File: config.mk
export PLATFORM = sky130hd
export DESIGN_NAME = tmr_unit
export DESIGN_NICKNAME = d
export VERILOG_FILES = /design/src/rtl/tmr_pkg.sv /design/src/rtl/tmr_sync_edge.sv /design/src/rtl/tmr_divcnt.sv /design/src/rtl/tmr_unit.sv
export SDC_FILE = /design/constraint.sdc
export NUM_CORES = 1
export LEC_CHECK = 0
export ABC_CLOCK_PERIOD_IN_PS = 1800
export BUFFER_PORTS_ARGS = -buffer_cell sky130_fd_sc_hd__buf_2
export CAP_MARGIN = 10
export CORE_MARGIN = 8
export CORE_UTILIZATION = 55
export DETAILED_ROUTE_END_ITERATION = 12
export PLACE_DENSITY = 0.77
export SYNTH_ARGS = -nofsm -noshare
export SYNTH_HDL_FRONTEND = slang
export SYNTH_HIERARCHICAL = 1
export SYNTH_SLANG_ARGS = --single-unit
File: constraint.sdc
create_clock -name clk -period 1.8 [get_ports clk]
set_input_delay 0.09 -clock clk [delete_from_list [all_inputs] [get_ports clk]]
set_output_delay 0.09 -clock clk [all_outputs]
set_load 0.01 [all_outputs]
File: src/rtl/tmr_pkg.sv
package tmr_pkg;
  localparam int unsigned CNT_W  = 8;
  localparam int unsigned ADDR_W = 3;

  typedef enum logic [1:0] {
    SRC_WRAP = 2'b00,
    SRC_TAP  = 2'b01,
    SRC_ALT  = 2'b10,
    SRC_PIN  = 2'b11
  } src_e;

  localparam logic [ADDR_W-1:0] A_CTRL = 3'd0;
  localparam logic [ADDR_W-1:0] A_CNT1 = 3'd1;
  localparam logic [ADDR_W-1:0] A_CNT2 = 3'd2;
  localparam logic [ADDR_W-1:0] A_CNT3 = 3'd3;
  localparam logic [ADDR_W-1:0] A_LIM2 = 3'd4;
  localparam logic [ADDR_W-1:0] A_LIM3 = 3'd5;
endpackage

File: src/rtl/tmr_sync_edge.sv
module tmr_sync_edge #(
  parameter int unsigned STAGES = 2
) (
  input  logic clk,
  input  logic rst_n,
  input  logic pin_i,
  output logic rise_o
);
  logic [STAGES-1:0] sh_q;
  logic              last_q;

  always_ff @(posedge clk or negedge rst_n) begin
    if (!rst_n) begin
      sh_q   <= '0;
      last_q <= 1'b0;
    end else begin
      sh_q   <= {sh_q[STAGES-2:0], pin_i};
      last_q <= sh_q[STAGES-1];
    end
  end

  assign rise_o = sh_q[STAGES-1] & ~last_q;

  assert_single_pulse_R12: assert property (@(posedge clk) disable iff (!rst_n)
    rise_o |=> !rise_o);
endmodule

File: src/rtl/tmr_divcnt.sv
module tmr_divcnt #(
  parameter int unsigned W = 8
) (
  input  logic         clk,
  input  logic         rst_n,
  input  logic         inc_i,
  input  logic         en_i,
  input  logic         clr_i,
  input  logic [W-1:0] limit_i,
  output logic [W-1:0] cnt_o,
  output logic         evt_o
);
  logic [W-1:0] last_val;
  logic         at_end;

  // limit 0 wraps to all ones, so K = 0 gives a divide by 2**W
  assign last_val = limit_i - 1'b1;
  assign at_end   = (cnt_o == last_val);

  always_ff @(posedge clk or negedge rst_n) begin
    if (!rst_n) begin
      cnt_o <= '0;
      evt_o <= 1'b0;
    end else if (clr_i) begin
      cnt_o <= '0;
      evt_o <= 1'b0;
    end else begin
      evt_o <= 1'b0;
      if (en_i && inc_i) begin
        if (at_end) begin
          cnt_o <= '0;
          evt_o <= 1'b1;
        end else begin
          cnt_o <= cnt_o + 1'b1;
        end
      end
    end
  end

  assert_clear_hold_R7: assert property (@(posedge clk) disable iff (!rst_n)
    clr_i |=> (cnt_o == '0) && !evt_o);
  assert_idle_stable_R7: assert property (@(posedge clk) disable iff (!rst_n)
    (!clr_i && !(en_i && inc_i)) |=> $stable(cnt_o));
  assert_evt_at_zero_R4: assert property (@(posedge clk) disable iff (!rst_n)
    evt_o |-> (cnt_o == '0));
endmodule

File: src/rtl/tmr_unit.sv
module tmr_unit
  import tmr_pkg::*;
#(
  parameter int unsigned SYNC_STAGES = 2,
  parameter int unsigned N_PINS      = 3,
  parameter int unsigned TAP_BIT     = 3
) (
  input  logic              clk,
  input  logic              rst_n,
  input  logic              tick_i,
  input  logic              tune_tick_i,
  input  logic              halt_i,
  input  logic [N_PINS-1:0] ext_i,
  input  logic              wr_en_i,
  input  logic [ADDR_W-1:0] addr_i,
  input  logic [CNT_W-1:0]  wr_data_i,
  output logic [CNT_W-1:0]  rd_data_o,
  output logic              t1_evt_o,
  output logic              t2_evt_o,
  output logic              t3_evt_o,
  output logic              t2_flag_clr_o,
  output logic              t3_flag_clr_o
);
  logic [CNT_W-1:0]  ctrl_q, lim2_q, lim3_q;
  logic [CNT_W-1:0]  cnt1, cnt2, cnt3;
  logic              t2_raw_evt;
  logic [N_PINS-1:0] pin_rise;
  logic              tap_q, tap_rise;
  src_e              sel2, sel3;
  logic              cascade;
  logic              inc2, inc3, en2, en3, clr2, clr3, pin2;

  // register file
  always_ff @(posedge clk or negedge rst_n) begin
    if (!rst_n) begin
      ctrl_q <= '0;
      lim2_q <= '0;
      lim3_q <= '0;
    end else if (wr_en_i) begin
      case (addr_i)
        A_CTRL:  ctrl_q <= wr_data_i;
        A_LIM2:  lim2_q <= wr_data_i;
        A_LIM3:  lim3_q <= wr_data_i;
        default: ;
      endcase
    end
  end

  always_comb begin
    case (addr_i)
      A_CTRL:  rd_data_o = ctrl_q;
      A_CNT1:  rd_data_o = cnt1;
      A_CNT2:  rd_data_o = cnt2;
      A_CNT3:  rd_data_o = cnt3;
      A_LIM2:  rd_data_o = lim2_q;
      A_LIM3:  rd_data_o = lim3_q;
      default: rd_data_o = '0;
    endcase
  end

  // pin synchronisers
  for (genvar g = 0; g < N_PINS; g++) begin : g_pin
    tmr_sync_edge #(.STAGES(SYNC_STAGES)) sync_i (
      .clk(clk), .rst_n(rst_n), .pin_i(ext_i[g]), .rise_o(pin_rise[g]));
  end

  // free-running prescaler
  tmr_divcnt #(.W(CNT_W)) cnt1_i (
    .clk(clk), .rst_n(rst_n), .inc_i(tick_i), .en_i(1'b1), .clr_i(halt_i),
    .limit_i('0), .cnt_o(cnt1), .evt_o(t1_evt_o));

  always_ff @(posedge clk or negedge rst_n) begin
    if (!rst_n) tap_q <= 1'b0;
    else        tap_q <= cnt1[TAP_BIT];
  end
  assign tap_rise = cnt1[TAP_BIT] & ~tap_q;

  // control decode, including the cascade remap
  assign sel3    = src_e'(ctrl_q[7:6]);
  assign sel2    = src_e'(ctrl_q[5:4]);
  assign cascade = (sel3 == SRC_ALT);
  assign en2     = ctrl_q[0];
  assign en3     = cascade ? ctrl_q[0] : ctrl_q[1];
  assign clr2    = ctrl_q[2];
  assign clr3    = cascade ? ctrl_q[2] : ctrl_q[3];
  assign pin2    = !cascade  ? pin_rise[0] :
                   ctrl_q[3] ? pin_rise[2] :
                   ctrl_q[1] ? pin_rise[0] : pin_rise[1];

  always_comb begin
    case (sel2)
      SRC_WRAP: inc2 = t1_evt_o;
      SRC_TAP:  inc2 = tap_rise;
      SRC_ALT:  inc2 = tune_tick_i;
      default:  inc2 = pin2;
    endcase
    case (sel3)
      SRC_WRAP: inc3 = t1_evt_o;
      SRC_TAP:  inc3 = tap_rise;
      SRC_ALT:  inc3 = t2_raw_evt;
      default:  inc3 = pin_rise[0];
    endcase
  end

  tmr_divcnt #(.W(CNT_W)) cnt2_i (
    .clk(clk), .rst_n(rst_n), .inc_i(inc2), .en_i(en2), .clr_i(clr2),
    .limit_i(lim2_q), .cnt_o(cnt2), .evt_o(t2_raw_evt));

  tmr_divcnt #(.W(CNT_W)) cnt3_i (
    .clk(clk), .rst_n(rst_n), .inc_i(inc3), .en_i(en3), .clr_i(clr3),
    .limit_i(lim3_q), .cnt_o(cnt3), .evt_o(t3_evt_o));

  assign t2_evt_o      = t2_raw_evt & ~cascade & (sel2 != SRC_ALT);
  assign t2_flag_clr_o = clr2;
  assign t3_flag_clr_o = clr3;

  assert_halt_hold_R3: assert property (@(posedge clk) disable iff (!rst_n)
    halt_i |=> (cnt1 == '0));
  assert_cascade_clear_R8: assert property (@(posedge clk) disable iff (!rst_n)
    (cascade && ctrl_q[2]) |=> (cnt2 == '0) && (cnt3 == '0));
endmodule

; ---- After elaboration in Yosys (flattened, before gate mapping)
; Cells that the tools add are included.
[classes]
n_addsub = 5
n_eq_ne = 13
muxes = 26
n_bitwise = 11
reduce_logical = 11
[op_table]
columns = op, n
row1 = $mux 8, 9
row2 = $pmux 8 s6, 1
row3 = $add 8x1->8 const B, 3
row4 = $eq 8x8->1, 2
row5 = $sub 8x1->8 const B, 2
row6 = $mux 1, 14
row7 = $eq 8x8->1 const B, 1
row8 = $and 1x1->1, 6
row9 = $eq 3x2->1 const B, 2
row10 = $eq 3x3->1 const B, 2
row11 = $pmux 1 s3, 2
row12 = $reduce_and 2->1, 3
row13 = $reduce_bool 2->1, 3
row14 = $not 1->1, 5
row15 = $eq 2x1->1 const B, 2
row16 = $eq 2x2->1 const B, 2
row17 = $logic_not 2->1, 2
row18 = $eq 3x1->1 const B, 1
row19 = $logic_not 3->1, 1
row20 = $logic_and 1x1->1, 2
row21 = $ne 2x2->1 const B, 1
[totals]
reg_bits = 61
in_bits = 20
out_inout_bits = 13

; ---- Logic depth before layout (Yosys ltp)
[depth]
word_depth = 9
ltp_mapped = 9
ltp_nobuf = 9

; ---- Cells and area by module
; The synthesis kept the hierarchy.
[modules_own_cells]
columns = module, n_inst, cells_per_inst, area_per_inst_um2
row1 = tmr_divcnt, 3, 90, 792.0
row2 = tmr_unit, 1, 122, 1527.7
row3 = tmr_sync_edge, 3, 4, 88.8

; ---- Least setup slack after synthesis
; No wires, ideal clock.
[synth_timing]
path_kind = register to register
from = register ctrl_q[7]
to = register cnt2_i.cnt_o[6]
setup_ps = 101
t_arrival_ps = 1882
required_time_ps = 1699
setup_slack_ps = -183
path_stages_with_launch = 8
n_path_buf = 0
path_cell_list = dfrtp_1 -> nor2b_1 -> o211ai_1 -> a221oi_1 -> nand2_1 -> nor2_1 -> o21ai_4 -> o311ai_2
[synth_between]
elab_chain_cells = 5
[synth_rtl]
columns = item, line
row1 = start: declaration, tmr_unit.sv:24  ; logic [CNT_W-1:0] ctrl_q, lim2_q, lim3_q;
row2 = start signal: assignment, tmr_unit.sv:41  ; A_CTRL: ctrl_q <= wr_data_i;
row3 = $eq 2x2->1, tmr_unit.sv:81  ; assign cascade = (sel3 == SRC_ALT);
row4 = $mux 1, tmr_unit.sv:86  ; assign pin2 = !cascade ? pin_rise[0] :
row5 = $pmux 1 s3, tmr_unit.sv:91  ; case (sel2)
row6 = named net inc2, tmr_unit.sv:31  ; logic inc2, inc3, en2, en3, clr2, clr3, pin2;
row7 = $logic_and 1x1->1, tmr_divcnt.sv:29  ; if (en_i && inc_i) begin
row8 = $reduce_bool 2->1 (no line), -
row9 = end signal: assignment, tmr_divcnt.sv:34  ; cnt_o <= cnt_o + 1'b1;
row10 = end: declaration, tmr_divcnt.sv:10  ; output logic [W-1:0] cnt_o,
; The timed path passes the listed nets, and every way through them passes these cells.
; A chain may end at the register's enable or synchronous reset.

; ---- Worst setup path in the final report
[layout_timing]
from = register g_pin[0].sync_i.last_q
to = register cnt2_i.cnt_o[3]
[layout_between]
elab_chain_cells = 8
[layout_rtl]
columns = item, line
row1 = start: declaration, tmr_sync_edge.sv:10  ; logic last_q;
row2 = start signal: assignment, tmr_sync_edge.sv:18  ; last_q <= sh_q[STAGES-1];
row3 = $not 1->1 *, tmr_sync_edge.sv:22  ; assign rise_o = sh_q[STAGES-1] & ~last_q;
row4 = $and 1x1->1 *, tmr_sync_edge.sv:22
row5 = named net pin_rise[0], tmr_unit.sv:27  ; logic [N_PINS-1:0] pin_rise;
row6 = $mux 1, tmr_unit.sv:88  ; ctrl_q[1] ? pin_rise[0] : pin_rise[1];
row7 = $mux 1, tmr_unit.sv:87  ; ctrl_q[3] ? pin_rise[2] :
row8 = $mux 1 *, tmr_unit.sv:86
row9 = $pmux 1 s3 *, tmr_unit.sv:91
row10 = named net inc2, tmr_unit.sv:31
row11 = $logic_and 1x1->1 *, tmr_divcnt.sv:29
row12 = $reduce_bool 2->1 (no line) *, -
; Mark *: on every way through the listed nets, which the timed path passes. The rest lies on a longest branch.

==> flow_summary_export.csv <==
group,metric,value,unit
status,outcome,"complete, but fails checks",
status,violations,"negative setup slack",
routing,first_pass_iters,5,
finish,syn_to_final_growth,40.6,%
grt,grt_max_degree,62,
timing,fin_crit,2.09,ns
finish,nets,583,
critical_path,crit_path_start_kind,"register",
die,dieWidth,103,um
synthesis,synth_flop_cell,"dfrtp_1",
timing,final.setup.tns,-2.76,ns
synthesis,synth-simple-area-share,23.6,%
finish,drive_gt1_share,44.5,%
die,row_count,31,
die,dieArea,0.0106,mm2
clock_network,clk_pin_slew,0.07,ns
timing,setup_violations,19,
synthesis,synth-xor-area-share,6.30,%
timing,rsz0062_at_grt,"true",
timing,slew_headroom,57.8,%
placed_design,preCtsSetupSlack,-0.218,ns
die,initial_core_util,57.2,%
synthesis,syn_avg_cell_area,10.3,um2
clock_network,cts_made_buffers,9,
routing,viasPerCell,6.11,
die,core_area,0.00729,mm2
timing,slew_viol_final,0,
timing,hold_viol_final,0,
finish,final_cell_area,0.00586,mm2
grt,grt_usage,24.6,%
placed_design,place.port_buffers,32,
timing,max_freq,478,MHz
run,drv_cap,0,
power,p_leak,2.60,nW
synthesis,synthAdderAreaFrac,1.80,%
clock_network,clock_sinks,61,
timing,fin_ws,-0.291,ns
min_path,hp-class,"in2reg",
die,ioPinCount,33,
die,die_h,103,um
synthesis,synth_top_family_by_area,"simple AND/OR/NAND/NOR gates",
timing,tightest_slew,0.633,ns
grt,grt_pass1_wl,20.0,mm
grt,gr-total-overflow,0,
placed_design,hpwl,8.35,mm
power,p_per_area,828,mW/mm2
clock_network,clk_latency,0.34,ns
routing,via_count,4045,
synthesis,yosysSeqAreaShare,36.6,%
clock_network,htree_levels,3,
critical_path,critPathMaxFanout,3,
clock_network,root_buffer,"clkbuf_8",
grt,grt_pass1_vias,4036,
synthesis,ys_seq_elements,61,
power,max-vdd-ir-drop,378,uV
synthesis,yosysWarnings,6,
routing,drc,0,
grt,antenna_found_initial,0,
synthesis,synth_mux_area_share,12.9,%
timing,finClkSkew,0.0100,ns
routing,postRouteAntennaNets,0,
critical_path,cp.required,2.05,ns
critical_path,critical_path_class,"reg2reg",
placed_design,gp_congestion,0.868,
critical_path,cp_data_arrival_time,2.34,ns
synthesis,syn_inst,404,
synthesis,yosysUniqueCellTypes,54,
critical_path,end_kind,"register",
synthesis,synth-edff-count,0,
clock_network,cts_tree,"yes",
synthesis,netlist_area,0.00417,mm2
synthesis,synth-async-reset-ratio,100,%
timing,finalCritPeriodShare,116,%
clock_network,cts_buffer_depth,2,
synthesis,synth-compound-area-share,15.7,%
placed_design,dpl_cell_area,0.00503,mm2
routing,wl_per_cell,20.0,um
routing,finalWirelength,13.2,mm
routing,drt_iter0_markers,379,
-- metal layers --
metal  GRT usage [%]  part of all wire [%]
met1            29.0                    37
met2            41.0                    50
met3            5.33                   7.9
met4            12.8                   4.4
met5               0                     0
-- final timing paths --
| check | cells after the start | start | to | slack (ns) |
|---|---|---|---|---|
| max in group asynchronous | 3 | rst_n | ctrl_q[4]$_DFFE_PN0P_ | 1.21 |
| min in group asynchronous | 3 | rst_n | lim2_q[2]$_DFFE_PN0P_ | 0.28 |
| max | 9 | g_pin[0].sync_i/last_q$_DFF_PN0_ | cnt2_i/cnt_o[3]$_DFFE_PN0P_ | -0.29 |
| max reg2reg | 9 | g_pin[0].sync_i/last_q$_DFF_PN0_ | cnt2_i/cnt_o[3]$_DFFE_PN0P_ | -0.29 |
| min | 2 | wr_data_i[5] | lim2_q[5]$_DFFE_PN0P_ | 0.03 |
| min reg2reg | 0 | g_pin[0].sync_i/sh_q[0]$_DFF_PN0_ | g_pin[0].sync_i/sh_q[1]$_DFF_PN0_ | 0.35 |
-- final cells by class --
class,instances,area (um2)
fillers,400,1430
inverters,14,52.6
multi-input cells,349,3030
well taps,99,124
clock buffers,9,124
repair buffers,122,946
diodes,1,2.50
clock inverters,7,51.3
flip-flops and latches,61,1530
-- per-stage QoR --
stage	cells	power, mW	util (%)	hold WS (ns)
finish	662	4.85	80.4	0.0275
global route	661	5.05	80.4	0.0234
CTS	654	4.59	77.0	0.00175
detailed placement	620	3.17	69.0	0.125
global placement	620	3.13	69.0	0.122
floorplan	436	2.56	-	-0.206
-- state kept, by name, summed over array words and instances (netlist names) --
name and cells:
cnt3_i/cnt_o 8, g_pin.sync_i/sh_q 6, g_pin.sync_i/last_q 3, cnt1_i/cnt_o 8, ctrl_q 8, lim3_q 8, cnt2_i/evt_o 1, cnt2_i/cnt_o 8
tap_q 1, cnt3_i/evt_o 1, lim2_q 8, cnt1_i/evt_o 1
-- power by group --
part / internal [mW] / total (mW) / leakage (nW) / switching [mW]
sequential: 1.52 / 1.74 / 0.776 / 0.221
clock: 0.502 / 1.08 / 0.0856 / 0.578
combinational: 1.01 / 2.03 / 1.74 / 1.03
total: 3.03 / 4.85 / 2.60 / 1.83
-- cells in the final DEF, fill, tap and decap left out, types with 10 or more instances in the layout --
| cell | Yosys | routed |
|---|---|---|
| nand2b_1 | 15 | 13 |
| o21ai_0 | 19 | 13 |
| xnor2_1 | 24 | 18 |
| nand2_1 | 42 | 40 |
| inv_1 | 14 | 10 |
| buf_6 | 1 | 22 |
| dfrtp_1 | 61 | 55 |
| mux2i_1 | 12 | 11 |
| buf_2 | 4 | 31 |
| mux2_2 | 27 | 25 |
| buf_4 | 3 | 63 |
| o21ai_1 | 9 | 13 |
| conb_1 | 2 | 34 |
| and3_1 | 13 | 13 |
-- timing repair --
| action | in CTS | in global routing |
|---|---|---|
| pin swaps | 35 | 30 |
| setup endpoints to repair | 21 | 32 |
| setup buffers | 14 | 9 |
| gates resized for setup | 54 | 38 |
| hold buffers | 5 | 0 |
| hold endpoints to repair | 65 | 0 |
-- synthesized netlist by cell type, types with 4 or more instances --
library cell | n | area share [%]
o311ai_2 | 9 | 3.5
o221ai_1 | 7 | 1.5
nand3_1 | 9 | 1.1
a31oi_1 | 4 | 0.60
o211ai_1 | 4 | 0.72
inv_1 | 14 | 1.3
mux4_2 | 4 | 2.2
nor2b_1 | 10 | 1.5
xnor2_1 | 24 | 5.0
nor4_1 | 6 | 0.90
mux2i_1 | 12 | 2.9
nor2_1 | 9 | 0.81
nor2_8 | 4 | 1.9
ha_1 | 6 | 1.8
nand2_1 | 42 | 3.8
nand2b_1 | 15 | 2.3
o21ai_0 | 19 | 2.3
o21ai_1 | 9 | 1.1
nor3_1 | 9 | 1.1
nor3_2 | 6 | 1.4
clkbuf_1 | 4 | 0.36
o22ai_1 | 4 | 0.60
a21oi_1 | 8 | 0.96
dfrtp_1 | 61 | 37
xor2_1 | 6 | 1.3
mux2_2 | 27 | 7.3
and3_1 | 13 | 2.0
buf_2 | 4 | 0.48
-- worst max-delay path, cell delays in order (launching register included) --
cell and delay (ns):
dfrtp_1 0.40, nor2b_4 0.14, mux2_4 0.15, o211ai_1 0.11
a221oi_4 0.37, nand2_2 0.14, buf_4 0.18, nor4_4 0.21
o21ai_1 0.15, o211ai_1 0.15
-- cells by family (layout without fill, tap and decap cells) --
kind of cell	after synthesis	after routing
AND/OR/NAND/NOR	153	153
buffers and inverters	26	152
flip-flops	61	61
multiplexers	45	45
other	2	35
XOR/XNOR	30	30
adder cells (fa/ha/maj)	6	6
AO/OA/AOI/OAI	81	81
No activity file was read; power rests on OpenSTA's default activity.
